--- src/rtl/spinlock_pkg.sv ---
package spinlock_pkg;

  typedef enum logic [1:0] {
    OP_NONE  = 2'd0,
    OP_READ  = 2'd1,
    OP_XCHG  = 2'd2,
    OP_WRITE = 2'd3
  } lk_op_e;

  typedef enum logic [2:0] {
    ST_IDLE,
    ST_POLL,
    ST_XCHG,
    ST_WAIT,
    ST_OWN,
    ST_FREE
  } eng_st_e;

  // doubled backoff, clipped at the ceiling
  function automatic int unsigned next_backoff(int unsigned cur, int unsigned limit);
    int unsigned dbl;
    dbl = cur * 2;
    return (dbl > limit) ? limit : dbl;
  endfunction

endpackage

--- src/rtl/lock_word_mem.sv ---
module lock_word_mem
  import spinlock_pkg::*;
(
  input  logic   clk,
  input  logic   rst_n,
  input  logic   cmd_valid_i,
  input  lk_op_e cmd_op_i,
  output logic   old_o,
  output logic   word_o
);

  logic word_q;

  assign old_o  = word_q;
  assign word_o = word_q;

  always_ff @(posedge clk or negedge rst_n) begin
    if (!rst_n) begin
      word_q <= 1'b0;
    end else if (cmd_valid_i) begin
      case (cmd_op_i)
        OP_XCHG:  word_q <= 1'b1;
        OP_WRITE: word_q <= 1'b0;
        default:  word_q <= word_q;
      endcase
    end
  end

  AST_XCHG_SETS: assert property (@(posedge clk) disable iff (!rst_n)
    (cmd_valid_i && cmd_op_i == OP_XCHG) |=> word_o);
  AST_WRITE_CLEARS: assert property (@(posedge clk) disable iff (!rst_n)
    (cmd_valid_i && cmd_op_i == OP_WRITE) |=> !word_o);
  AST_READ_KEEPS: assert property (@(posedge clk) disable iff (!rst_n)
    (cmd_valid_i && cmd_op_i == OP_READ) |=> $stable(word_o));

endmodule

--- src/rtl/lock_port_arb.sv ---
module lock_port_arb
  import spinlock_pkg::*;
#(
  parameter int NUM_REQ = 3,
  localparam int SRC_W  = (NUM_REQ > 1) ? $clog2(NUM_REQ) : 1
) (
  input  logic                    clk,
  input  logic                    rst_n,
  input  logic [NUM_REQ-1:0]      req_i,
  input  logic [NUM_REQ-1:0][1:0] op_i,
  output logic [NUM_REQ-1:0]      gnt_o,
  output logic                    valid_o,
  output lk_op_e                  op_o,
  output logic [SRC_W-1:0]        src_o
);

  always_comb begin
    gnt_o   = '0;
    valid_o = 1'b0;
    op_o    = OP_NONE;
    src_o   = '0;
    for (int i = 0; i < NUM_REQ; i++) begin
      if (req_i[i] && !valid_o) begin
        valid_o  = 1'b1;
        gnt_o[i] = 1'b1;
        op_o     = lk_op_e'(op_i[i]);
        src_o    = SRC_W'(i);
      end
    end
  end

  AST_ONE_SERVE: assert property (@(posedge clk) disable iff (!rst_n)
    $onehot0(gnt_o));
  AST_SERVE_REQUESTED: assert property (@(posedge clk) disable iff (!rst_n)
    (gnt_o & ~req_i) == '0);
  AST_NO_IDLE_PORT: assert property (@(posedge clk) disable iff (!rst_n)
    (|req_i) |-> valid_o);

endmodule

--- src/rtl/spinlock_engine.sv ---
module spinlock_engine
  import spinlock_pkg::*;
#(
  parameter int BO_MAX  = 256,
  localparam int BO_W   = $clog2(BO_MAX) + 1
) (
  input  logic   clk,
  input  logic   rst_n,
  input  logic   acq_i,
  input  logic   rel_i,
  input  logic   port_gnt_i,
  input  logic   port_old_i,
  output logic   port_req_o,
  output lk_op_e port_op_o,
  output logic   granted_o,
  output logic   busy_o
);

  eng_st_e         st;
  logic [BO_W-1:0] bo_len;
  logic [BO_W-1:0] bo_cnt;

  // named events for the properties
  logic poll_hit_free, poll_hit_held, xchg_won, xchg_lost, fail_evt, rel_done;

  assign poll_hit_free = (st == ST_POLL) && port_gnt_i && !port_old_i;
  assign poll_hit_held = (st == ST_POLL) && port_gnt_i &&  port_old_i;
  assign xchg_won      = (st == ST_XCHG) && port_gnt_i && !port_old_i;
  assign xchg_lost     = (st == ST_XCHG) && port_gnt_i &&  port_old_i;
  assign fail_evt      = poll_hit_held || xchg_lost;
  assign rel_done      = (st == ST_FREE) && port_gnt_i;

  always_comb begin
    port_req_o = 1'b0;
    port_op_o  = OP_NONE;
    case (st)
      ST_POLL: begin port_req_o = 1'b1; port_op_o = OP_READ;  end
      ST_XCHG: begin port_req_o = 1'b1; port_op_o = OP_XCHG;  end
      ST_FREE: begin port_req_o = 1'b1; port_op_o = OP_WRITE; end
      default: begin port_req_o = 1'b0; port_op_o = OP_NONE;  end
    endcase
  end

  assign granted_o = (st == ST_OWN) || (st == ST_FREE);
  assign busy_o    = (st == ST_POLL) || (st == ST_XCHG) ||
                     (st == ST_WAIT) || (st == ST_FREE);

  always_ff @(posedge clk or negedge rst_n) begin
    if (!rst_n) begin
      st     <= ST_IDLE;
      bo_len <= BO_W'(1);
      bo_cnt <= BO_W'(1);
    end else if (fail_evt) begin
      st     <= ST_WAIT;
      bo_cnt <= bo_len;
      bo_len <= BO_W'(next_backoff(int'(bo_len), BO_MAX));
    end else begin
      case (st)
        ST_IDLE: if (acq_i) begin
          st     <= ST_POLL;
          bo_len <= BO_W'(1);
        end
        ST_POLL: if (poll_hit_free) st <= ST_XCHG;
        ST_XCHG: if (xchg_won) st <= ST_OWN;
        ST_WAIT: begin
          if (bo_cnt == BO_W'(1)) st <= ST_POLL;
          else                    bo_cnt <= bo_cnt - BO_W'(1);
        end
        ST_OWN:  if (rel_i) st <= ST_FREE;
        ST_FREE: if (rel_done) st <= ST_IDLE;
        default: st <= ST_IDLE;
      endcase
    end
  end

  AST_WIN_GRANTS: assert property (@(posedge clk) disable iff (!rst_n)
    xchg_won |=> granted_o);
  AST_XCHG_AFTER_FREE_READ: assert property (@(posedge clk) disable iff (!rst_n)
    $rose(st == ST_XCHG) |-> $past(poll_hit_free));
  AST_HELD_READ_NO_XCHG: assert property (@(posedge clk) disable iff (!rst_n)
    poll_hit_held |=> !(port_req_o && port_op_o == OP_XCHG));
  AST_LOST_NO_GRANT: assert property (@(posedge clk) disable iff (!rst_n)
    xchg_lost |=> (!granted_o && busy_o));
  AST_BACKOFF_BOUNDS: assert property (@(posedge clk) disable iff (!rst_n)
    ($countones(bo_len) == 1) && (int'(bo_len) <= BO_MAX));
  AST_GRANT_HOLD: assert property (@(posedge clk) disable iff (!rst_n)
    (granted_o && !rel_done) |=> granted_o);
  AST_RELEASE_DROPS: assert property (@(posedge clk) disable iff (!rst_n)
    rel_done |=> !granted_o);

endmodule

--- src/rtl/spin_lock_unit.sv ---
module spin_lock_unit
  import spinlock_pkg::*;
#(
  parameter int NUM_REQ = 3,
  parameter int BO_MAX  = 256,
  localparam int SRC_W  = (NUM_REQ > 1) ? $clog2(NUM_REQ) : 1
) (
  input  logic               clk,
  input  logic               rst_n,
  input  logic [NUM_REQ-1:0] acq_req,
  input  logic [NUM_REQ-1:0] rel_req,
  output logic [NUM_REQ-1:0] granted,
  output logic [NUM_REQ-1:0] busy,
  output logic               mem_valid,
  output logic [1:0]         mem_op,
  output logic [SRC_W-1:0]   mem_src,
  output logic               mem_old,
  output logic               lock_word
);

  logic [NUM_REQ-1:0]      eng_req;
  logic [NUM_REQ-1:0][1:0] eng_op;
  logic [NUM_REQ-1:0]      eng_gnt;
  lk_op_e                  sel_op;
  logic                    word_old;

  for (genvar g = 0; g < NUM_REQ; g++) begin : g_eng
    lk_op_e op_g;
    spinlock_engine #(.BO_MAX(BO_MAX)) u_eng (
      .clk        (clk),
      .rst_n      (rst_n),
      .acq_i      (acq_req[g]),
      .rel_i      (rel_req[g]),
      .port_gnt_i (eng_gnt[g]),
      .port_old_i (word_old),
      .port_req_o (eng_req[g]),
      .port_op_o  (op_g),
      .granted_o  (granted[g]),
      .busy_o     (busy[g])
    );
    assign eng_op[g] = op_g;
  end

  lock_port_arb #(.NUM_REQ(NUM_REQ)) u_arb (
    .clk     (clk),
    .rst_n   (rst_n),
    .req_i   (eng_req),
    .op_i    (eng_op),
    .gnt_o   (eng_gnt),
    .valid_o (mem_valid),
    .op_o    (sel_op),
    .src_o   (mem_src)
  );

  lock_word_mem u_mem (
    .clk         (clk),
    .rst_n       (rst_n),
    .cmd_valid_i (mem_valid),
    .cmd_op_i    (sel_op),
    .old_o       (word_old),
    .word_o      (lock_word)
  );

  assign mem_op  = sel_op;
  assign mem_old = word_old;

  AST_MUTEX: assert property (@(posedge clk) disable iff (!rst_n)
    $countones(granted) <= 1);
  AST_OWNER_LOCKED: assert property (@(posedge clk) disable iff (!rst_n)
    (|granted) |-> lock_word);

endmodule

--- config.mk ---
export PLATFORM = sky130hd
export DESIGN_NAME = spin_lock_unit
export DESIGN_NICKNAME = d
export VERILOG_FILES = /design/src/rtl/spinlock_pkg.sv /design/src/rtl/lock_word_mem.sv /design/src/rtl/lock_port_arb.sv /design/src/rtl/spinlock_engine.sv /design/src/rtl/spin_lock_unit.sv
export SDC_FILE = /design/constraint.sdc
export NUM_CORES = 1
export LEC_CHECK = 0
export ABC_CLOCK_PERIOD_IN_PS = 3900
export BUFFER_PORTS_ARGS = -buffer_cell sky130_fd_sc_hd__buf_4
export CAP_MARGIN = 20
export CORE_MARGIN = 2
export CORE_UTILIZATION = 40
export CTS_BUF_LIST = sky130_fd_sc_hd__clkbuf_16
export DETAILED_ROUTE_END_ITERATION = 10
export REMOVE_ABC_BUFFERS = 1
export SLEW_MARGIN = 20
export SYNTH_ARGS = -nofsm -noshare
export SYNTH_HDL_FRONTEND = slang
export SYNTH_SLANG_ARGS = --single-unit
--- constraint.sdc ---
create_clock -name clk -period 3.9 [get_ports clk]
set_input_delay 0.975 -clock clk [delete_from_list [all_inputs] [get_ports clk]]
set_output_delay 0.975 -clock clk [all_outputs]
set_load 0.02 [all_outputs]
* Word level (Yosys, flattened, before mapping)
Cells that the tools add are included.
** Word-level totals
- Flip-flop bits (word level) :: 64
- Word-level logic and storage cells :: 186
- RAM bits :: 0
- Output and inout port bits :: 13
- Bits in read-only memories :: 0
- Memories kept :: 0
- Bits in latches :: 0
- Input bits :: 8
** Cells by class
- Bitwise logic cells :: 0
- Reduce and logical (&&, ||, !) cells :: 67
- $mul :: 0
- Div/mod/pow operators :: 0
- $add $sub $neg :: 3
- $lt $le $gt $ge :: 3
- Eq/ne operators :: 41
- Multiplexer cells :: 62
- Shifts and indexed selects :: 0
** Operators by type and width (count)
- $mux 9 :: 21
- $mux 3 :: 21
- $pmux 3 s6 :: 3
- $gt 10x9->1 const B :: 3
- $eq 9x1->1 const B :: 3
- $ne 3x1->1 const B :: 9
- $ne 3x2->1 const B :: 9
- $sub 9x1->9 const B :: 3
- $logic_and 1x1->1 :: 23
- $reduce_bool 2->1 :: 10
- $eq 3x2->1 const B :: 6
- $eq 3x3->1 const B :: 6
- $pmux 2 s3 :: 3
- $reduce_and 6->1 :: 3
- $logic_or 1x1->1 :: 15
- $reduce_and 2->1 :: 7
- $eq 3x1->1 const B :: 3
- $logic_not 3->1 :: 3
- $mux 1 :: 9
- $reduce_or 3->1 :: 3
- $mux 2 :: 4
- $ne 2x1->1 const B :: 3
- $eq 2x2->1 const B :: 2
- $logic_not 1->1 :: 3
- $pmux 1 s2 :: 1

* Longest topological paths before layout
Gate-level depths: netlist (run 1).
- Word-level depth :: 15
- Gate-level depth with buffers :: 9
- Depth with buffers taken out :: 7

* Cells and area by module
A second synthesis (run 1) with hierarchy kept.
** Second synthesis, totals
- Cell total of the unflattened synthesis :: 371
- Area total of the unflattened synthesis :: 3607.2 sq um
** By module, submodules not included
- spinlock_engine (g_eng[0].u_eng ...) :: times used 2, area an instance 1156.1 sq um, cells an instance 114, seq. area each 528.0 sq um
- spinlock_engine (g_eng[2].u_eng) :: times used 1, area an instance 1153.6 sq um, cells an instance 124, seq. area each 528.0 sq um
- lock_port_arb :: times used 1, area an instance 91.3 sq um, cells an instance 14, seq. area each 0.0 sq um
- lock_word_mem :: times used 1, area an instance 50.0 sq um, cells an instance 5, seq. area each 25.0 sq um

* Worst setup path before layout (run 1)
No wires, ideal clock.
- Path kind :: reg2out
- From :: register g_eng[0].u_eng.st[1]
- To :: output mem_op[0]
- Buffers on the path :: 1
- Required time :: 2925 ps
- Arrival time :: 1762 ps
- Setup slack :: 1163 ps
- Stages on the path, launching flop included :: 6
- Path through :: dfrtp_1 > buf_2 > nor3b_2 > nor4_4 > nand2_1 > o21ai_0
** Between the ends
- Longest elaborated chain between the ends :: 10
- Elaborated cells on any way between the ends :: 15
- Classes of those cells :: eq/ne (3); mux (7); reduce/logical (5)
** Ends and longest elaborated chain
- start, declared :: RTL line spinlock_engine.sv:19 : eng_st_e st;
- start signal, assigned :: RTL line spinlock_engine.sv:50 : st <= ST_IDLE;
- start signal, assigned :: RTL line spinlock_engine.sv:54 : st <= ST_WAIT;
- start signal, assigned :: RTL line spinlock_engine.sv:60 : st <= ST_POLL;
- $eq 3x3->1 (tied with other cells) :: RTL line spinlock_engine.sv:36 : case (st)
- $reduce_or 3->1 (no line)
- $mux 1 :: RTL line spinlock_engine.sv:36
- $mux 1 :: RTL line lock_port_arb.sv:23 : if (req_i[i] && !valid_o) begin
- $logic_not 1->1 :: RTL line lock_port_arb.sv:23
- $logic_and 1x1->1 :: RTL line lock_port_arb.sv:23
- $mux 1 :: RTL line lock_port_arb.sv:23
- $logic_not 1->1 :: RTL line lock_port_arb.sv:23
- $logic_and 1x1->1 :: RTL line lock_port_arb.sv:23
- $mux 2 * :: RTL line lock_port_arb.sv:23
- end, declared :: RTL line spin_lock_unit.sv:15 : output logic [1:0] mem_op,
Mark *: on every way between the ends. The rest lies on a longest branch, timed or not.

* Worst setup path in the final report (run 1)
- From :: register g_eng[0].u_eng.st[0]
- To :: output mem_op[0]
The elaborated chain is that of the path after synthesis.

==> results of run 1 <==
[Yosys cell counts (all sizes together) (6+ instances only)]
| master | n | area share, % |
|---|---|---|
| nor2b | 7 | 1.4 |
| nor2 | 50 | 5.2 |
| nand3 | 23 | 3.2 |
| dfrtp | 58 | 40 |
| a221o | 9 | 2.5 |
| ha | 6 | 2.1 |
| nor4 | 6 | 1.5 |
| a22o | 14 | 3.4 |
| nor3 | 8 | 1.3 |
| dfstp | 6 | 4.4 |
| inv | 14 | 1.5 |
| o21ai | 26 | 3.9 |
| a21oi | 17 | 2.4 |
| nand2 | 42 | 4.4 |
| clkbuf | 11 | 1.1 |
| buf | 16 | 2.9 |
[where the power goes]
part / switching, µW / internal [µW]
registers: 370 / 969
logic: 1060 / 756
clock network: 271 / 547
[final cells by class]
cell class,count,area (µm²)
Tap cell,108,135.1
Sequential cell,64,1609
Clock inverter,6,76.32
Inverter,14,52.55
Fill cell,823,4682
Multi-Input combinational cell,290,1783
Timing Repair Buffer,21,157.7
Clock buffer,9,225.2
[worst reg2reg max path: cells and delay by family, from the launching register on]
kind | cells | cell delay, ns
AND/OR/NAND/NOR | 1 | 0.66
flip-flops | 1 | 0.55
AO/OA/AOI/OAI | 3 | 1.37
[sequential cells by signal, summed over array words and instances, names as in the netlist]
name and count:
g_eng.u_eng.bo_cnt 27, g_eng.u_eng.st 9, u_mem.old_o 1, g_eng.u_eng.bo_len 27
[placed cells by master (no fill, tap or decap), drive strengths merged, types with 3 or more instances in the layout]
cell    netlist  layout
and3          3       3
inv          14      15
a221o         9       9
nor2b         7       7
nor3          8       8
nor4          6       6
a21oi        17      17
nand2b        3       3
a211oi        3       3
o211ai        4       4
and2          3       3
clkbuf       11       9
a22o         14      14
buf          16      21
dfstp         6       6
o21a          5       5
nand3        23      23
o21ai        26      26
or4           5       5
or3           3       3
nor3b         3       3
ha            6       6
o311ai        3       3
xnor2         4       4
nand3b        3       3
a31oi         4       4
nand2        42      42
nor4b         3       3
dfrtp        58      58
nor2         50      50
clkinv        0       3
[per-stage QoR]
| step | power, µW | worst slack [ns] | instance area, µm² |
|---|---|---|---|
| after global routing | 4320 | 0.5193 | 4039 |
| final | 3977 | 0.7789 | 4039 |
| after global placement | 3131 | 1.165 | 3737 |
| after floorplan | 2628 | 1.167 | 3445 |
| after detailed placement | 3162 | 1.110 | 3737 |
| after CTS | 4007 | 0.7587 | 4039 |
[worst min path at each step]
stage | start | to | slack [ns] | depth (start not counted)
finish | g_eng[2].u_eng.bo_len[0]$_DFFE_PN1P_ | g_eng[2].u_eng.bo_len[0]$_DFFE_PN1P_ | 0.48 | 2
global route | g_eng[2].u_eng.bo_len[0]$_DFFE_PN1P_ | g_eng[2].u_eng.bo_len[0]$_DFFE_PN1P_ | 0.51 | 2
CTS | g_eng[2].u_eng.bo_len[0]$_DFFE_PN1P_ | g_eng[2].u_eng.bo_len[0]$_DFFE_PN1P_ | 0.48 | 2
detailed placement | g_eng[2].u_eng.bo_len[0]$_DFFE_PN1P_ | g_eng[2].u_eng.bo_len[0]$_DFFE_PN1P_ | 0.47 | 2
floorplan | g_eng[2].u_eng.bo_len[0]$_DFFE_PN1P_ | g_eng[2].u_eng.bo_len[0]$_DFFE_PN1P_ | 0.45 | 2
global placement | g_eng[2].u_eng.bo_len[0]$_DFFE_PN1P_ | g_eng[2].u_eng.bo_len[0]$_DFFE_PN1P_ | 0.47 | 2
[kinds of logic after synthesis]
family          after synthesis  synth area share, %
buf+inv                      41                5.540
xor+xnor                      6                1.463
mux                           2               0.6271
simple gates                170                24.08
compound gates              106                21.39
flops                        64                44.81
fa+ha+maj                     6                2.091
[metal layers]
layer | track usage, % | up-vias | wire [µm]
met4 | 4.531 | 0 | 36
li1 | - | 1441 | -
met5 | 0 | - | 0
met2 | 27.34 | 33 | 3783
met3 | 4.965 | 2 | 194
met1 | 22.00 | 1420 | 3732
==> run_results.csv, run 1 <==
group,metric,value,unit
status,status,"complete, no violations",
final_layout,fin_nets,414,
detailed_routing,post-route-drc-count,0,
placed_design,hpwl,5.343,mm
timing,tightest_slew,0.8395,ns
logic_synthesis,synth_ff_type,"dfrtp_1",
critical_path,slowest_stage,"dfrtp_1",
run,cap_violations,0,
cts,cts_hold_buf,0,
die,die_y,98.75,µm
grt,antenna_found_initial,0,
critical_path,cp_num_cells,5,
timing,hold_ws,0.4768,ns
placed_design,gp_congestion,0.8073,
critical_path,crit_path_start,"g_eng[0].u_eng.st[0]$_DFFE_PN0P_",
grt,grt_util_all_layers,16.82,%
logic_synthesis,ys_seq_area_share,44.81,%
timing,final_max_slew_viol_count,0,
cts,clk_latency,0.32,ns
grt,grt_overflow,0,
logic_synthesis,avgSynthCellArea,9.091,µm²
critical_path,path_buf_inv,1,
timing,hold_violations,0,
critical_path,reg2reg_depth,4,
min_path,hold_class,"reg -> reg",
logic_synthesis,synth_cell_types,65,
final_layout,antenna_cells,0,
die,die_area,0.009752,mm²
cts,cts.sinks,64,
grt,grt_max_degree,65,
critical_path,crit_end,"mem_op[0]",
cts,tritoncts,"done",
critical_path,critPathKind,"reg -> out",
critical_path,path_cells,"nor2b_1 -> nor4_4 -> nand2_1 -> o21ai_0 -> buf_4",
logic_synthesis,synth-seq-cells,64,
detailed_routing,wire_per_inst,15.13,µm
critical_path,start_kind,"flop",
critical_path,critPathRequiredTime,2.92,ns
critical_path,r2r_start,"g_eng[0].u_eng.st[0]$_DFFE_PN0P_",
logic_synthesis,synth_cells,395,
power,irDropWorstVdd,0.3241,mV
timing,rsz0062_at_grt,"no",
detailed_routing,vias,2896,
logic_synthesis,synthArstFlopShare,100.0,%
critical_path,critPathArrivalTime,2.15,ns
placed_design,placed_cells,497,
die,start_util,41.18,%
timing,fin_crit_sh,80.03,%
cts,clockBufferDepth,2,
power,p_leak,0.001772,µW
detailed_routing,ant_nets,0,
logic_synthesis,yosys_warnings,0,
cts,cts_setup_buffers,0,
die,core-area,0.008721,mm²
logic_synthesis,synth_edf_count,0,
detailed_routing,finalWirelength,7.747,mm
critical_path,ff2ff_setup_slack,1.26,ns
cts,cts_resized,0,
critical_path,worst_setup_path_end_kind,"output pin",
critical_path,r2r_end,"g_eng[0].u_eng.bo_len[6]$_DFFE_PN0P_",
power,power_density,984.6,mW/mm²
cts,cts-root-buf,"clkbuf_16",
critical_path,crit_family,"simple AND/OR/NAND/NOR gates",
cts,clkTransAtPathRegs,0.05,ns
cts,numCtsBuffers,9,
final_layout,utilization,46.31,%
die,placementRows,34,
grt,grt_pass1_vias,2817,
final_layout,drive_gt1_share,12.87,%
timing,setup_tns,0,ns
timing,finalSetupViolations,0,
critical_path,crit_path_max_incr_delay,0.50,ns
cts,cts_max_level,3,
critical_path,crit_fanout,12,
placed_design,io_buffers,20,
logic_synthesis,synth_area,0.003591,mm²
timing,max_freq,320.4,MHz
detailed_routing,firstDrtPassIters,4,
grt,grt_pass1_wl,13.32,mm
detailed_routing,drtIter0Drc,145,
timing,period_needed,3.121,ns
detailed_routing,vias_per_cell,5.656,
final_layout,finalNonFillerCells,512,
die,die_x,98.75,µm
timing,fin_worst_skew,0.007773,ns
timing,max_slew_margin,43.70,%
final_layout,area_growth,12.47,%
die,ios,21,
Note: power is estimated with default switching activity, not from simulation.
==> run 2, diff against run 1 <==
--- a/config.mk
+++ b/config.mk
@@ -5,7 +5,7 @@
 export SDC_FILE = /design/constraint.sdc
 export NUM_CORES = 1
 export LEC_CHECK = 0
-export ABC_CLOCK_PERIOD_IN_PS = 3900
+export ABC_CLOCK_PERIOD_IN_PS = 3000
 export BUFFER_PORTS_ARGS = -buffer_cell sky130_fd_sc_hd__buf_4
 export CAP_MARGIN = 20
 export CORE_MARGIN = 2
==> constraint.sdc (replaced) <==
create_clock -name clk -period 3 [get_ports clk]
set_input_delay 0.75 -clock clk [delete_from_list [all_inputs] [get_ports clk]]
set_output_delay 0.75 -clock clk [all_outputs]
set_load 0.02 [all_outputs]
==> run_results.csv, run 2 (synthesized netlist as in run 1, its figures left out) <==
group,metric,value,unit
timing,period_needed,2.834,ns
grt,grt.busiest_layer,"met2",
critical_path,ff2ff_setup_slack,0.65,ns
die,die_x,98.75,µm
timing,setup_tns,0,ns
critical_path,start_kind,"flop",
power,irDropWorstVdd,0.5724,mV
grt,grt_overflow,0,
power,p_leak,0.001796,µW
die,start_util,41.18,%
die,die_y,98.75,µm
detailed_routing,finalWirelength,7.669,mm
die,ios,21,
timing,rsz0062_at_grt,"no",
final_layout,drive_gt1_share,13.94,%
die,placementRows,34,
detailed_routing,firstDrtPassIters,4,
detailed_routing,vias,2913,
critical_path,crit_family,"simple AND/OR/NAND/NOR gates",
timing,fin_crit_sh,94.48,%
grt,grt_max_degree,65,
critical_path,worst_setup_path_end_kind,"output pin",
placed_design,hpwl,5.311,mm
final_layout,largestRegisters,"g_eng.u_eng.bo_cnt x27, g_eng.u_eng.bo_len x27, g_eng.u_eng.st x9",
timing,hold_violations,0,
timing,max_freq,352.8,MHz
final_layout,area_growth,13.48,%
critical_path,critPathArrivalTime,2.08,ns
timing,tightest_slew,0.8078,ns
grt,grtUsageMet2,26.82,%
min_path,hold_class,"reg -> reg",
cts,cts-root-buf,"clkbuf_16",
die,core-area,0.008721,mm²
placed_design,io_buffers,20,
run,cap_violations,0,
detailed_routing,ant_nets,0,
detailed_routing,drtIter0Drc,188,
status,status,"complete, no violations",
timing,max_slew_margin,46.15,%
cts,numCtsBuffers,9,
cts,clockBufferDepth,2,
grt,grt_pass1_vias,2749,
critical_path,path_buf_inv,1,
detailed_routing,post-route-drc-count,0,
detailed_routing,wire_per_inst,14.83,µm
final_layout,final_cell_mix,"57 x dfrtp_1, 50 x nor2_1, 42 x nand2_1, 25 x buf_4",
grt,grtUsageMet1,21.39,%
final_layout,layout_commonest_cell,"dfrtp_1",
timing,finalSetupViolations,0,
cts,cts.sinks,64,
grt,grt_util_all_layers,16.70,%
critical_path,critPathKind,"reg -> out",
placed_design,gp_congestion,0.7954,
cts,clkTransAtPathRegs,0.05,ns
final_layout,fin_nets,418,
grt,grt_pass1_wl,13.09,mm
die,die_area,0.009752,mm²
cts,cts_max_level,3,
critical_path,crit_fanout,12,
timing,fin_worst_skew,0.008324,ns
detailed_routing,vias_per_cell,5.634,
cts,cts_hold_buf,0,
timing,final_max_slew_viol_count,0,
critical_path,critPathRequiredTime,2.25,ns
power,power_density,1284,mW/mm²
critical_path,crit_path_max_incr_delay,0.48,ns
critical_path,slowest_stage,"dfrtp_2",
critical_path,path_cells,"nor2b_2 -> nor4_4 -> nand2_1 -> o21ai_0 -> buf_4",
final_layout,n_fill_cell,832,
final_layout,antenna_cells,0,
grt,grt_use_met3,4.468,%
grt,antenna_found_initial,0,
cts,tritoncts,"done",
cts,clk_latency,0.33,ns
power,totalPowerFinal,5232,µW
## run 2: path summary, 6_finish.rpt
check,start,to,cells after the start
min in group asynchronous,rst_n,g_eng[2].u_eng.bo_len[8]$_DFFE_PN0P_,1
min,g_eng[2].u_eng.bo_len[0]$_DFFE_PN1P_,g_eng[2].u_eng.bo_len[0]$_DFFE_PN1P_,2
max reg2reg,g_eng[0].u_eng.bo_cnt[0]$_DFFE_PN1P_,g_eng[0].u_eng.bo_cnt[4]$_DFFE_PN0P_,5
min reg2reg,g_eng[2].u_eng.bo_len[0]$_DFFE_PN1P_,g_eng[2].u_eng.bo_len[0]$_DFFE_PN1P_,2
max,g_eng[0].u_eng.st[0]$_DFFE_PN0P_,mem_op[0],5
max in group asynchronous,rst_n,g_eng[0].u_eng.st[0]$_DFFE_PN0P_,1
## run 2: worst register-to-register path, delay by kind of cell, from the launching register on
| family | cells | cell delay [ns] |
|---|---|---|
| adders and majority gates | 1 | 0.16 |
| DFF | 1 | 0.57 |
| and+or+nand+nor | 1 | 0.46 |
| AOI/OAI and AO/OA | 2 | 0.68 |
| muxes | 1 | 0.37 |
## run 2: through the flow
step	hold WS [ns]	util (%)	worst slack [ns]	cell area, µm²	instances
finish	0.4792	46.73	0.1657	4075	517
detailed placement	0.4713	43.11	0.3951	3760	500
global placement	0.4654	43.11	0.4944	3760	500
floorplan	0.4489	-	0.4921	3445	368
CTS	0.4785	46.60	0.04260	4064	516
global route	0.5011	46.73	0.007804	4075	517
## run 2: area by class of cell
cell class                      instances  area [µm²]  area share (%)
Clock buffer                            9       225.2           5.527
Multi-Input combinational cell        290        1785           43.81
Clock inverter                          7       78.83           1.934
Sequential cell                        64        1610           39.51
Tap cell                              108       135.1           3.316
Inverter                               14       52.55           1.290
Timing Repair Buffer                   25       187.7           4.605
## run 2: layer usage
metal	share of wire, %	routed length [µm]
met1	48	3649
met3	3.5	270
met2	47	3591
met4	2.1	158
met5	0	0
## run 2: power breakdown
group,leakage [µW],switching (µW),internal [µW]
Clock,0.000155,354,711
Sequential,0.000817,485,1260
Combinational,0.000825,1390,1030
## run 2: repair_timing
| item | in CTS | in global routing |
|---|---|---|
| endpoints found under the setup margin | 0 | 2 |
| resized for setup | 0 | 2 |
| buffers inserted | 0 | 1 |
==> run 3, diff against run 2 <==
--- a/config.mk
+++ b/config.mk
@@ -5,7 +5,7 @@
 export SDC_FILE = /design/constraint.sdc
 export NUM_CORES = 1
 export LEC_CHECK = 0
-export ABC_CLOCK_PERIOD_IN_PS = 3000
+export ABC_CLOCK_PERIOD_IN_PS = 2700
 export BUFFER_PORTS_ARGS = -buffer_cell sky130_fd_sc_hd__buf_4
 export CAP_MARGIN = 20
 export CORE_MARGIN = 2
==> constraint.sdc (replaced) <==
create_clock -name clk -period 2.7 [get_ports clk]
set_input_delay 0.675 -clock clk [delete_from_list [all_inputs] [get_ports clk]]
set_output_delay 0.675 -clock clk [all_outputs]
set_load 0.02 [all_outputs]
==> run_results.csv, run 3 (synthesized netlist as in run 1, its figures left out) <==
group,metric,value,unit
placed_design,io_buffers,20,
critical_path,crit_fanout,9,
timing,fin_crit_sh,94.47,%
final_layout,final_cell_mix,"56 x dfrtp_1, 50 x nor2_1, 41 x nand2_1, 31 x buf_4, 23 x nand3_1",
critical_path,r2r_end,"g_eng[2].u_eng.bo_cnt[4]$_DFFE_PN0P_",
power,power_density,1416,mW/mm²
grt,grt_max_degree,65,
cts,cts.sinks,64,
cts,clk_latency,0.33,ns
detailed_routing,wl_met2,3.890,mm
critical_path,ff2ff_setup_slack,0.43,ns
grt,grt_util_all_layers,17.53,%
final_layout,area_growth,14.43,%
critical_path,cp_common_cell,"buf_4",
power,p_leak,0.001805,µW
final_layout,antenna_cells,0,
cts,tritoncts,"done",
grt,grt_overflow,0,
critical_path,slowest_stage,"dfrtp_2",
min_path,hold_class,"in -> async",
critical_path,critPathRequiredTime,2.03,ns
critical_path,reg2reg_depth,6,
cts,clockBufferDepth,2,
timing,hold_violations,0,
final_layout,largestRegisters,"g_eng.u_eng.bo_cnt x27, g_eng.u_eng.bo_len x27, g_eng.u_eng.st x9",
grt,antenna_found_initial,0,
placed_design,gp_congestion,0.8014,
cts,numCtsBuffers,9,
detailed_routing,ant_nets,0,
timing,period_needed,2.551,ns
cts,cts-root-buf,"clkbuf_16",
placed_design,place_ws,0.3875,ns
die,die_area,0.009752,mm²
detailed_routing,wl_met1,3.581,mm
final_layout,layout_commonest_cell,"dfrtp_1",
die,start_util,41.18,%
grt,grt_pass1_vias,2991,
final_layout,drive_gt1_share,16.14,%
timing,max_freq,392.0,MHz
timing,fin_worst_skew,0.007270,ns
status,status,"complete, no violations",
final_layout,fin_nets,424,
die,core-area,0.008721,mm²
detailed_routing,wire_per_inst,15.07,µm
die,placementRows,34,
timing,setup_tns,0,ns
placed_design,dpl_cell_area,0.003812,mm²
detailed_routing,highest_layer,"met4",
critical_path,start_kind,"flop",
detailed_routing,finalWirelength,7.882,mm
critical_path,crit_path_max_incr_delay,0.47,ns
critical_path,r2r_start,"g_eng[2].u_eng.bo_cnt[0]$_DFFE_PN1P_",
placed_design,placed_cells,507,
critical_path,worst_setup_path_end_kind,"output pin",
grt,grt_pass1_wl,14.01,mm
timing,final_max_slew_viol_count,0,
timing,finalSetupViolations,0,
detailed_routing,firstDrtPassIters,4,
critical_path,path_cells,"nor3b_1 -> buf_4 -> nor4_4 -> nand2_2 -> o21ai_1 -> buf_4",
cts,clkTransAtPathRegs,0.05,ns
die,ios,21,
detailed_routing,post-route-drc-count,0,
final_layout,finalNonFillerCells,523,
cts,cts_max_level,3,
detailed_routing,vias,2974,
run,cap_violations,0,
critical_path,critPathKind,"reg -> out",
cts,cts_setup_buffers,0,
die,die_x,98.75,µm
timing,finalWorstSetupSlack,0.1493,ns
detailed_routing,wl_met3,283,µm
timing,tightest_slew,0.9856,ns
detailed_routing,drtIter0Drc,155,
timing,max_slew_margin,33.69,%
critical_path,critPathArrivalTime,1.88,ns
timing,rsz0062_at_grt,"no",
placed_design,hpwl,5.528,mm
die,die_y,98.75,µm
power,irDropWorstVdd,0.5039,mV
final_layout,design_area,0.004109,mm²
detailed_routing,vias_per_cell,5.686,
-- run 3: cell types whose count changed in the layout (fill, tap and decap cells not counted), moves of 2 or more --
cell        before  now
buf_4           25   31
o21ai_0         23   21
o21ai_1          2    4
clkinvlp_4       0    3
-- run 3: routing by layer --
| metal | up-vias | GRT usage (%) |
|---|---|---|
| met5 | - | 0 |
| met4 | 0 | 5.796 |
| met3 | 15 | 4.397 |
| met2 | 64 | 29.16 |
| met1 | 1435 | 22.39 |
| li1 | 1460 | - |
-- run 3: what timing repair did --
action	CTS	global route
hold buffers	0	0
endpoints found under the setup margin	0	5
resized for setup	0	6
hold endpoints to repair	0	0
-- run 3: through the flow --
stage / hold WS, ns / util (%) / total power [µW]
detailed placement: 0.4716 / 43.72 / 4698
CTS: 0.4780 / 47.03 / 5852
floorplan: 0.3794 / - / 3796
global route: 0.5011 / 47.12 / 6336
global placement: 0.4655 / 43.72 / 4653
finish: 0.4163 / 47.12 / 5819
-- run 3: layout make-up --
type                            instances  area, µm²
Inverter                               14      52.55
Fill cell                             802       4612
Sequential cell                        64       1612
Multi-Input combinational cell        290       1788
Clock inverter                          7      63.81
Tap cell                              108      135.1
Clock buffer                            9      225.2
Timing Repair Buffer                   31      232.7
-- run 3: power breakdown --
part / switching (µW) / total, µW / internal (µW)
Clock: 409 / 1110 / 703
Combinational: 1610 / 2810 / 1190
Sequential: 495 / 1900 / 1400
Total: 2520 / 5820 / 3300
-- run 3: worst max-delay path by stage --
stage	to	cells after the start	start
3_5_place_dp	g_eng[2].u_eng.bo_cnt[4]$_DFFE_PN0P_	6	g_eng[0].u_eng.st[1]$_DFFE_PN0P_
2_1_floorplan	mem_op[0]	4	g_eng[0].u_eng.st[0]$_DFFE_PN0P_
4_1_cts	mem_op[0]	5	g_eng[0].u_eng.st[1]$_DFFE_PN0P_
5_1_grt	mem_op[1]	6	g_eng[1].u_eng.st[1]$_DFFE_PN0P_
3_3_place_gp	mem_op[0]	5	g_eng[0].u_eng.st[1]$_DFFE_PN0P_
6_report	mem_op[0]	6	g_eng[1].u_eng.st[1]$_DFFE_PN0P_
-- run 3: worst max-delay path, delay by kind of cell (launching register included) --
| family | cells | cell delay (ns) |
|---|---|---|
| compound gates | 1 | 0.15 |
| flops | 1 | 0.47 |
| buf+inv | 2 | 0.32 |
| simple gates | 3 | 0.60 |
